==> src/rtl/stsn_pkg.sv <==
package stsn_pkg;
    localparam int BYTE_W      = 8;
    localparam int HDR_BYTES   = 10;
    localparam int FIELD_OFS   = 6;
    localparam int FIELD_BYTES = 4;
    localparam int FIELD_W     = FIELD_BYTES * BYTE_W;
    localparam logic [FIELD_W-1:0] SELFTEST_ORD = 32'h0000_0053;
endpackage

==> src/rtl/stsn_hdr_field.sv <==
// Counts the bytes of one stream and gathers a big-endian header field.
// The outputs describe the state including the byte offered this cycle.
module stsn_hdr_field #(
    parameter int HDR_LEN     = stsn_pkg::HDR_BYTES,
    parameter int FIELD_OFS   = stsn_pkg::FIELD_OFS,
    parameter int FIELD_BYTES = stsn_pkg::FIELD_BYTES,
    parameter int BYTE_W      = stsn_pkg::BYTE_W
) (
    input  logic                          clk,
    input  logic                          rst_n,
    input  logic                          byte_valid,
    input  logic [BYTE_W-1:0]             byte_data,
    input  logic                          byte_last,
    output logic                          frame_start,
    output logic                          hdr_full,
    output logic [FIELD_BYTES*BYTE_W-1:0] field_val
);
    localparam int FW    = FIELD_BYTES * BYTE_W;
    localparam int CNT_W = $clog2(HDR_LEN + 1);
    localparam logic [CNT_W-1:0] LO_C  = CNT_W'(FIELD_OFS);
    localparam logic [CNT_W-1:0] HI_C  = CNT_W'(FIELD_OFS + FIELD_BYTES);
    localparam logic [CNT_W-1:0] MAX_C = CNT_W'(HDR_LEN);

    typedef struct packed {
        logic             busy;
        logic [CNT_W-1:0] cnt;
        logic [FW-1:0]    field;
    } grab_st_t;

    grab_st_t s_d, s_q;
    logic [CNT_W-1:0] base_cnt_d, next_cnt_d;
    logic [FW-1:0]    base_field_d, shifted_d;

    always_comb begin
        s_d          = s_q;
        base_cnt_d   = s_q.busy ? s_q.cnt   : '0;
        base_field_d = s_q.busy ? s_q.field : '0;
        shifted_d    = base_field_d;
        if (base_cnt_d >= LO_C && base_cnt_d < HI_C) begin
            shifted_d = {base_field_d[FW-BYTE_W-1:0], byte_data};
        end
        next_cnt_d = (base_cnt_d == MAX_C) ? base_cnt_d : base_cnt_d + CNT_W'(1);
        if (byte_valid) begin
            s_d.busy  = !byte_last;
            s_d.cnt   = next_cnt_d;
            s_d.field = shifted_d;
        end
        frame_start = byte_valid && !s_q.busy;
        hdr_full    = (next_cnt_d == MAX_C);
        field_val   = shifted_d;
    end

    always_ff @(posedge clk) begin
        if (!rst_n) s_q <= '0;
        else        s_q <= s_d;
    end
endmodule

==> src/rtl/stsn_verdict.sv <==
// Holds the pending self-test classification and forms the done pulse.
module stsn_verdict #(
    parameter int                        FIELD_W  = stsn_pkg::FIELD_W,
    parameter logic [FIELD_W-1:0]        TEST_ORD = stsn_pkg::SELFTEST_ORD
) (
    input  logic               clk,
    input  logic               rst_n,
    input  logic               req_valid,
    input  logic               req_last,
    input  logic               req_start,
    input  logic               req_hdr_full,
    input  logic [FIELD_W-1:0] req_ord,
    input  logic               rsp_valid,
    input  logic               rsp_last,
    input  logic               rsp_hdr_full,
    input  logic [FIELD_W-1:0] rsp_code,
    output logic               done
);
    typedef struct packed {
        logic armed;
        logic done;
    } vd_st_t;

    vd_st_t st_d, st_q;

    always_comb begin
        st_d      = st_q;
        st_d.done = 1'b0;
        if (rsp_valid && rsp_last) begin
            st_d.done  = st_q.armed && !req_start && rsp_hdr_full && (rsp_code == '0);
            st_d.armed = 1'b0;
        end
        if (req_start) st_d.armed = 1'b0;
        if (req_valid && req_last) st_d.armed = req_hdr_full && (req_ord == TEST_ORD);
    end

    always_ff @(posedge clk) begin
        if (!rst_n) st_q <= '0;
        else        st_q <= st_d;
    end

    assign done = st_q.done;
endmodule

==> src/rtl/selftest_snoop.sv <==
module selftest_snoop (
    input  logic       clk,
    input  logic       rst_n,
    input  logic       req_valid,
    input  logic [7:0] req_data,
    input  logic       req_last,
    input  logic       rsp_valid,
    input  logic [7:0] rsp_data,
    input  logic       rsp_last,
    output logic       selftest_done
);
    import stsn_pkg::*;

    logic               req_start, req_hdr_full, rsp_start, rsp_hdr_full;
    logic [FIELD_W-1:0] req_ord, rsp_code;

    stsn_hdr_field u_req_hdr (
        .clk(clk), .rst_n(rst_n),
        .byte_valid(req_valid), .byte_data(req_data), .byte_last(req_last),
        .frame_start(req_start), .hdr_full(req_hdr_full), .field_val(req_ord)
    );

    stsn_hdr_field u_rsp_hdr (
        .clk(clk), .rst_n(rst_n),
        .byte_valid(rsp_valid), .byte_data(rsp_data), .byte_last(rsp_last),
        .frame_start(rsp_start), .hdr_full(rsp_hdr_full), .field_val(rsp_code)
    );

    stsn_verdict u_verdict (
        .clk(clk), .rst_n(rst_n),
        .req_valid(req_valid), .req_last(req_last), .req_start(req_start),
        .req_hdr_full(req_hdr_full), .req_ord(req_ord),
        .rsp_valid(rsp_valid), .rsp_last(rsp_last),
        .rsp_hdr_full(rsp_hdr_full), .rsp_code(rsp_code),
        .done(selftest_done)
    );

    logic unused_rsp_start;
    assign unused_rsp_start = rsp_start;
endmodule

==> config.mk <==
export PLATFORM = sky130hd
export DESIGN_NAME = selftest_snoop
export DESIGN_NICKNAME = d
export VERILOG_FILES = /design/src/rtl/stsn_pkg.sv /design/src/rtl/stsn_hdr_field.sv /design/src/rtl/stsn_verdict.sv /design/src/rtl/selftest_snoop.sv
export SDC_FILE = /design/constraint.sdc
export NUM_CORES = 1
export LEC_CHECK = 0
export CAP_MARGIN = 10
export CORE_ASPECT_RATIO = 1.25
export CORE_MARGIN = 8
export CORE_UTILIZATION = 62
export CTS_BUF_LIST = sky130_fd_sc_hd__clkbuf_8
export DETAILED_ROUTE_END_ITERATION = 10
export DONT_BUFFER_PORTS = 1
export GPL_TIMING_DRIVEN = 0
export PLACE_DENSITY = 0.8
export SYNTH_ARGS = -nofsm -noshare
export SYNTH_HDL_FRONTEND = slang
export SYNTH_SLANG_ARGS = --single-unit
==> constraint.sdc <==
create_clock -name clk -period 5.8 [get_ports clk]
set_input_delay 0.29 -clock clk [delete_from_list [all_inputs] [get_ports clk]]
set_output_delay 0.29 -clock clk [all_outputs]
set_load 0.03 [all_outputs]
# Yosys cells after proc, flatten, opt, wreduce, memory -nomap -nowiden
# Index checks and enable logic that the tools add are counted.
[totals] elab_cells=46 output_inout_bits=1 register_bits=76 in_bits=22
[classes] magnitude_cmp=4 mux=11 reduce_logical=16 n_eq_ne=5 addsub=2
[op_table] cell="two-way mux 32 bit" count=4
[op_table] cell="== test 32 x 7 -> 1 bit (second input constant)" count=1
[op_table] cell="logical NOT 32 bit" count=1
[op_table] cell="== test 4 bit (second input constant)" count=4
[op_table] cell="two-way mux 4 bit" count=4
[op_table] cell="logical AND 1 bit" count=9
[op_table] cell="adder 4 x 1 -> 4 bit (second input constant)" count=2
[op_table] cell="greater-or-equal comparator 4 x 3 -> 1 bit (second input constant)" count=2
[op_table] cell="< comparator 4 bit (second input constant)" count=2
[op_table] cell="logical NOT 1 bit" count=4
[op_table] cell="nonzero test 3 bit" count=1
[op_table] cell="two-way mux 1 bit" count=2
[op_table] cell="two-way mux 2 bit" count=1
[op_table] cell="AND reduction 2 bit" count=1

# Depth between registers and ports, before layout
[depth] ltp_word=9 ltp_mapped=8

# Cells and area by module
# A second synthesis with hierarchy kept.
[hier_totals] cells_unflattened=483 hier_area_um2=4184.0
[modules_own_cells] module="stsn_hdr_field" area_per_inst_um2=1968.1 seq_area_each_um2=740.7 n_inst=2 cells_per_inst=226
[modules_own_cells] module="stsn_verdict" area_per_inst_um2=247.7 seq_area_each_um2=40.0 n_inst=1 cells_per_inst=31

# Worst setup path before layout
# Ideal clock, no wire load.
[synth_path] path_type="reg-to-reg" start="register u_req_hdr.s_q[36] in the netlist's numbering" end="register u_verdict.st_q[1] in the netlist's numbering" setup_ps=70 period_less_slack_ps=1865 slack_ps=3935 t_arrival_ps=1795 path_stages_with_launch=8 t_required_ps=5730 path_cell_list="dfxtp_1 buf_2 and2_1 ha_1 or3_1 a311o_1 a211oi_2 o2bb2ai_1"
[synth_via] elab_chain_cells=7 elab_cells_between_ends=17 classes_between="add/sub: 1; order compare: 2; eq/ne: 3; mux: 6; reduce/logical: 5"
[synth_lines] element="from (decl)" line="stsn_hdr_field.sv:30" text="grab_st_t s_d, s_q;"
[synth_lines] element="from (signal assigned)" line="stsn_hdr_field.sv:54" text="if (!rst_n) s_q <= '0;"
[synth_lines] element="from (signal assigned)" line="stsn_hdr_field.sv:55" text="else s_q <= s_d;"
[synth_lines] element="two-way mux 4 bit" line="stsn_hdr_field.sv:36" text="base_cnt_d = s_q.busy ? s_q.cnt : '0;"
[synth_lines] element="greater-or-equal comparator 4 x 3 -> 1 bit or < comparator 4 bit (tied branches)" line="stsn_hdr_field.sv:39" text="if (base_cnt_d >= LO_C && base_cnt_d < HI_C) begin"
[synth_lines] element="logical AND 1 bit" line="stsn_hdr_field.sv:39"
[synth_lines] element="two-way mux 32 bit" line="stsn_hdr_field.sv:39"
[synth_lines] element="== test 32 x 7 -> 1 bit" line="stsn_verdict.sv:34" text="if (req_valid && req_last) st_d.armed = req_hdr_full && (req_ord == TEST_ORD);"
[synth_lines] element="logical AND 1 bit" line="stsn_verdict.sv:34"
[synth_lines] element="two-way mux 1 bit" line="stsn_verdict.sv:34"
[synth_lines] element="to (signal assigned)" line="stsn_verdict.sv:39" text="else st_q <= st_d;"
[synth_lines] element="to (decl)" line="stsn_verdict.sv:24" text="vd_st_t st_d, st_q;"
# Several ways; a longest one is shown, not always the timed one.
# A chain may end at the register's enable or synchronous reset.

# Worst setup path in the final report
[layout_path] start="register u_rsp_hdr.s_q[36] in the netlist's numbering" end="register u_verdict.st_q, in the netlist u_verdict.done"
[layout_via] elab_chain_cells=6 elab_cells_between_ends=13 classes_between="add/sub: 1; order compare: 2; eq/ne: 2; mux: 4; reduce/logical: 4"
[layout_lines] element="from (decl)" line="stsn_hdr_field.sv:30"
[layout_lines] element="from (signal assigned)" line="stsn_hdr_field.sv:54"
[layout_lines] element="from (signal assigned)" line="stsn_hdr_field.sv:55"
[layout_lines] element="two-way mux 4 bit" line="stsn_hdr_field.sv:36"
[layout_lines] element="greater-or-equal comparator 4 x 3 -> 1 bit (tied with other cells)" line="stsn_hdr_field.sv:39"
[layout_lines] element="logical AND 1 bit or two-way mux 4 bit (tied branches)" line="stsn_hdr_field.sv:39, stsn_hdr_field.sv:42"
[layout_lines] element="two-way mux 32 bit or == test 4 bit (tied branches)" line="stsn_hdr_field.sv:39, stsn_hdr_field.sv:49"
[layout_lines] element="logical NOT 32 bit or logical AND 1 bit (tied branches)" line="stsn_verdict.sv:30" text="st_d.done = st_q.armed && !req_start && rsp_hdr_full && (rsp_code == '0);"
[layout_lines] element="logical AND 1 bit *" line="stsn_verdict.sv:30"
# Every way passes the cells marked *; elsewhere a longest branch is shown, timed or not.

==> out/results.ini <==
[synth]
syn_avg_cell_area_um2 = 8.96
ys_seq_elements = 76
netlist_top_cells_area = dfxtp_1 (44%), a22oi_1 (14%), nor2b_1 (8.0%), nand3_1 (4.6%), o21ai_0 (4.6%)
synth_area_mm2 = 0.00346
ys.flop_type = dfxtp_1
synth_edf_count = 0
syn_inst = 386
yosysUniqueCellTypes = 44
synth_area_leader_cell = dfxtp_1
syn_nets = 412
yosys.area.top_type_share_pct = 44.0
async_flop_share_pct = 0
yosys_warnings = 0
seq_area_frac_synth_pct = 44.0

[power]
power_leakage_uw = 0.00125
power_switching_uw = 253
pwr-share-comb_pct = 5.4
seqPwrFrac_pct = 55.4
swShare_pct = 26.5
power-per-cell-area_mw_per_mm2 = 257
p_clk_share_pct = 39.3
internal_power_uw = 703
irDropWorstVdd_mv = 0.183

[final_layout]
fin_nets = 423
final_layout_size_suffix_gt1_share_pct = 9.45
fill_cells = 440
final_area_mm2 = 0.00372
antenna_cells = 0
stdcell_count = 466
area.growth.synth_to_final_pct = 7.53

[route]
route.detailed.drc = 0
antenna_left = 0
vias = 2968
drt-total-wl_um = 8240
vias_per_cell = 6.37
drtIter0Drc = 300
wl_per_cell_um = 17.7
drt_first_pass_iters = 5

[clock_network]
cts_sinks = 76
htree_levels = 3
cts_hold_repair.buffers = 0
post_cts_resized = 0
cts-root-buf = clkbuf_8
cts_buffer_depth = 2
numCtsBuffers = 9
path_clk_slew_ns = 0.08
clock_latency_ns = 0.35
cts_setup_buffers = 0
cts_tree = built

[sta]
max_freq_mhz = 482
tns_ns = 0
worst_slew_pin_slew_ns = 0.488
relSlewSlack_pct = 67.5
skew_ns = 0.0117
rsz0062_at_grt = no
drv_slew = 0
final_hold_viol_count = 0
layout_min_cycle_time_ns = 2.07
period_share_pct = 35.8
setup_viol = 0

[die]
die_w_um = 82.8
core_mm2 = 0.00541
dieArea_mm2 = 0.00824
die_height_um = 99.5
fp-row-count = 30
start_util_pct = 64.0
ios = 23

[critical_path]
crit_path_max_fanout = 10
crit_type = register to register
crit_arrival_ns = 2.32
critPathCaptureType = register
cp_data_required_time_ns = 6.05
cp-start-kind = register

[global_route]
grt_usage_pct = 19.5
met1_usage_pct = 20.8
grt_pass1_vias = 2848
grt_remaining_overflow = 0
grt_max_degree = 16
globalRouteMet2Util_pct = 35.0
met3_usage_pct = 4.66
grt.busiest_layer = met2
grt_pass1_wl_um = 13400
antenna_found_initial = 0

[outcome]
status = finished, final reports clean

[place]
portBuffers = 0
dp_cells = 450
placedInstanceArea_mm2 = 0.00354
gp_congestion = 0.854
hpwl_um = 5960

[worst_hold_path]
hold_path_class = primary input to register

[flow_run]
max-cap-violations = 0

-- final cells by class --
| class | instances | area (um2) | share of cell area (%) |
|---|---|---|---|
| Multi-Input combinational cell | 276 | 1780 | 47.9 |
| Sequential cell | 76 | 1520 | 40.9 |
| Buffer | 29 | 135 | 3.63 |
| Clock buffer | 9 | 124 | 3.33 |
| Tap cell | 64 | 80.1 | 2.15 |
| Clock inverter | 7 | 56.3 | 1.51 |
| Inverter | 5 | 18.8 | 0.505 |
-- cell usage after synthesis, drive strengths merged, types with 2 or more instances --
library cell / number
nand2b: 2
nor2b: 44
o21a: 4
nand4: 4
clkbuf: 16
o21ai: 35
nor2: 6
or3: 2
nor3: 3
a21oi: 9
mux2i: 3
a21o: 2
nor4: 15
or4: 2
dfxtp: 76
nand3b: 2
inv: 5
o211a: 5
nand2: 22
o31ai: 2
a22oi: 63
and2: 3
buf: 13
nand3: 32
ha: 4
-- worst paths after layout --
| path | start | end | slack, ns | depth (start not counted) |
|---|---|---|---|---|
| worst max-delay path | u_rsp_hdr.s_q[36] | u_verdict.done | 3.73 | 8 |
| worst min-delay path | req_data[2] | u_req_hdr.s_q[2] | 0.11 | 2 |
| worst max register to register | u_rsp_hdr.s_q[36] | u_verdict.done | 3.73 | 8 |
| worst min register to register | u_rsp_hdr.s_q[29] | u_rsp_hdr.s_q[29] | 0.51 | 2 |
-- worst max-delay path, cell delays in order (launching register included) --
cell,delay (ns)
dfxtp_1,0.39
clkbuf_1,0.36
and2_1,0.22
ha_1,0.17
and2_1,0.14
o21ai_0,0.08
a21oi_1,0.25
nand3_1,0.16
a2111oi_4,0.21
-- metal layers --
layer	up-vias	wire (um)	share of wire [%]
li1	1463	-	-
met1	1417	3330	40
met2	78	4390	53
met3	10	397	4.8
met4	0	123	1.5
met5	-	0	0
-- cell usage in the layout (no fill, tap or decap), types with 2 or more instances in the layout --
cell      count
nand3b_1      2
o31ai_1       2
buf_4         4
nand2b_1      2
nor4_1       15
dfxtp_1      76
nand3_1      32
nor2_1        5
buf_2         9
nor3_1        2
o21a_1        4
nand2_1      22
ha_1          4
nor2b_1      44
or3_1         2
a21o_1        2
o21ai_0      32
or4_1         2
a22oi_1      63
a21oi_1       9
clkbuf_8      9
inv_1         4
o211a_1       5
mux2i_1       3
nand4_1       4
clkbuf_1     16
and2_1        3
inv_6         4
-- cell families after synthesis --
group	after synthesis	synth area share (%)
compound gates	127	26.0
buf+inv	34	4.45
simple gates	142	23.2
flops	76	44.0
mux	3	0.868
fa+ha+maj	4	1.45
-- per-stage QoR --
| step | power (uW) | utilization, % | hold slack, ns | setup WS [ns] |
|---|---|---|---|---|
| 3_5_place_dp | 593 | 65.5 | 0.472 | 3.79 |
| 4_1_cts | 959 | 68.8 | 0.101 | 3.76 |
| 2_1_floorplan | 580 | - | 0.461 | 3.94 |
| 5_1_grt | 983 | 68.8 | 0.116 | 3.56 |
| 3_3_place_gp | 591 | 65.5 | 0.465 | 3.79 |
| 6_report | 956 | 68.8 | 0.110 | 3.73 |
-- power groups by stage --
stage	sequential, uW	clock [uW]	combinational (uW)
finish	529	375	51.5
global route	530	396	57.4
CTS	529	379	51.3
detailed placement	542	0	51.0
global placement	542	0	49.7
floorplan	541	0	39.0
-- flip-flops by register name, summed over array words and instances, names as in the netlist --
| name | cells |
|---|---|
| u_rsp_hdr.s_q | 37 |
| u_verdict.done | 1 |
| u_req_hdr.s_q | 37 |
| u_verdict.st_q | 1 |
No activity file was read; power rests on OpenSTA's default activity.
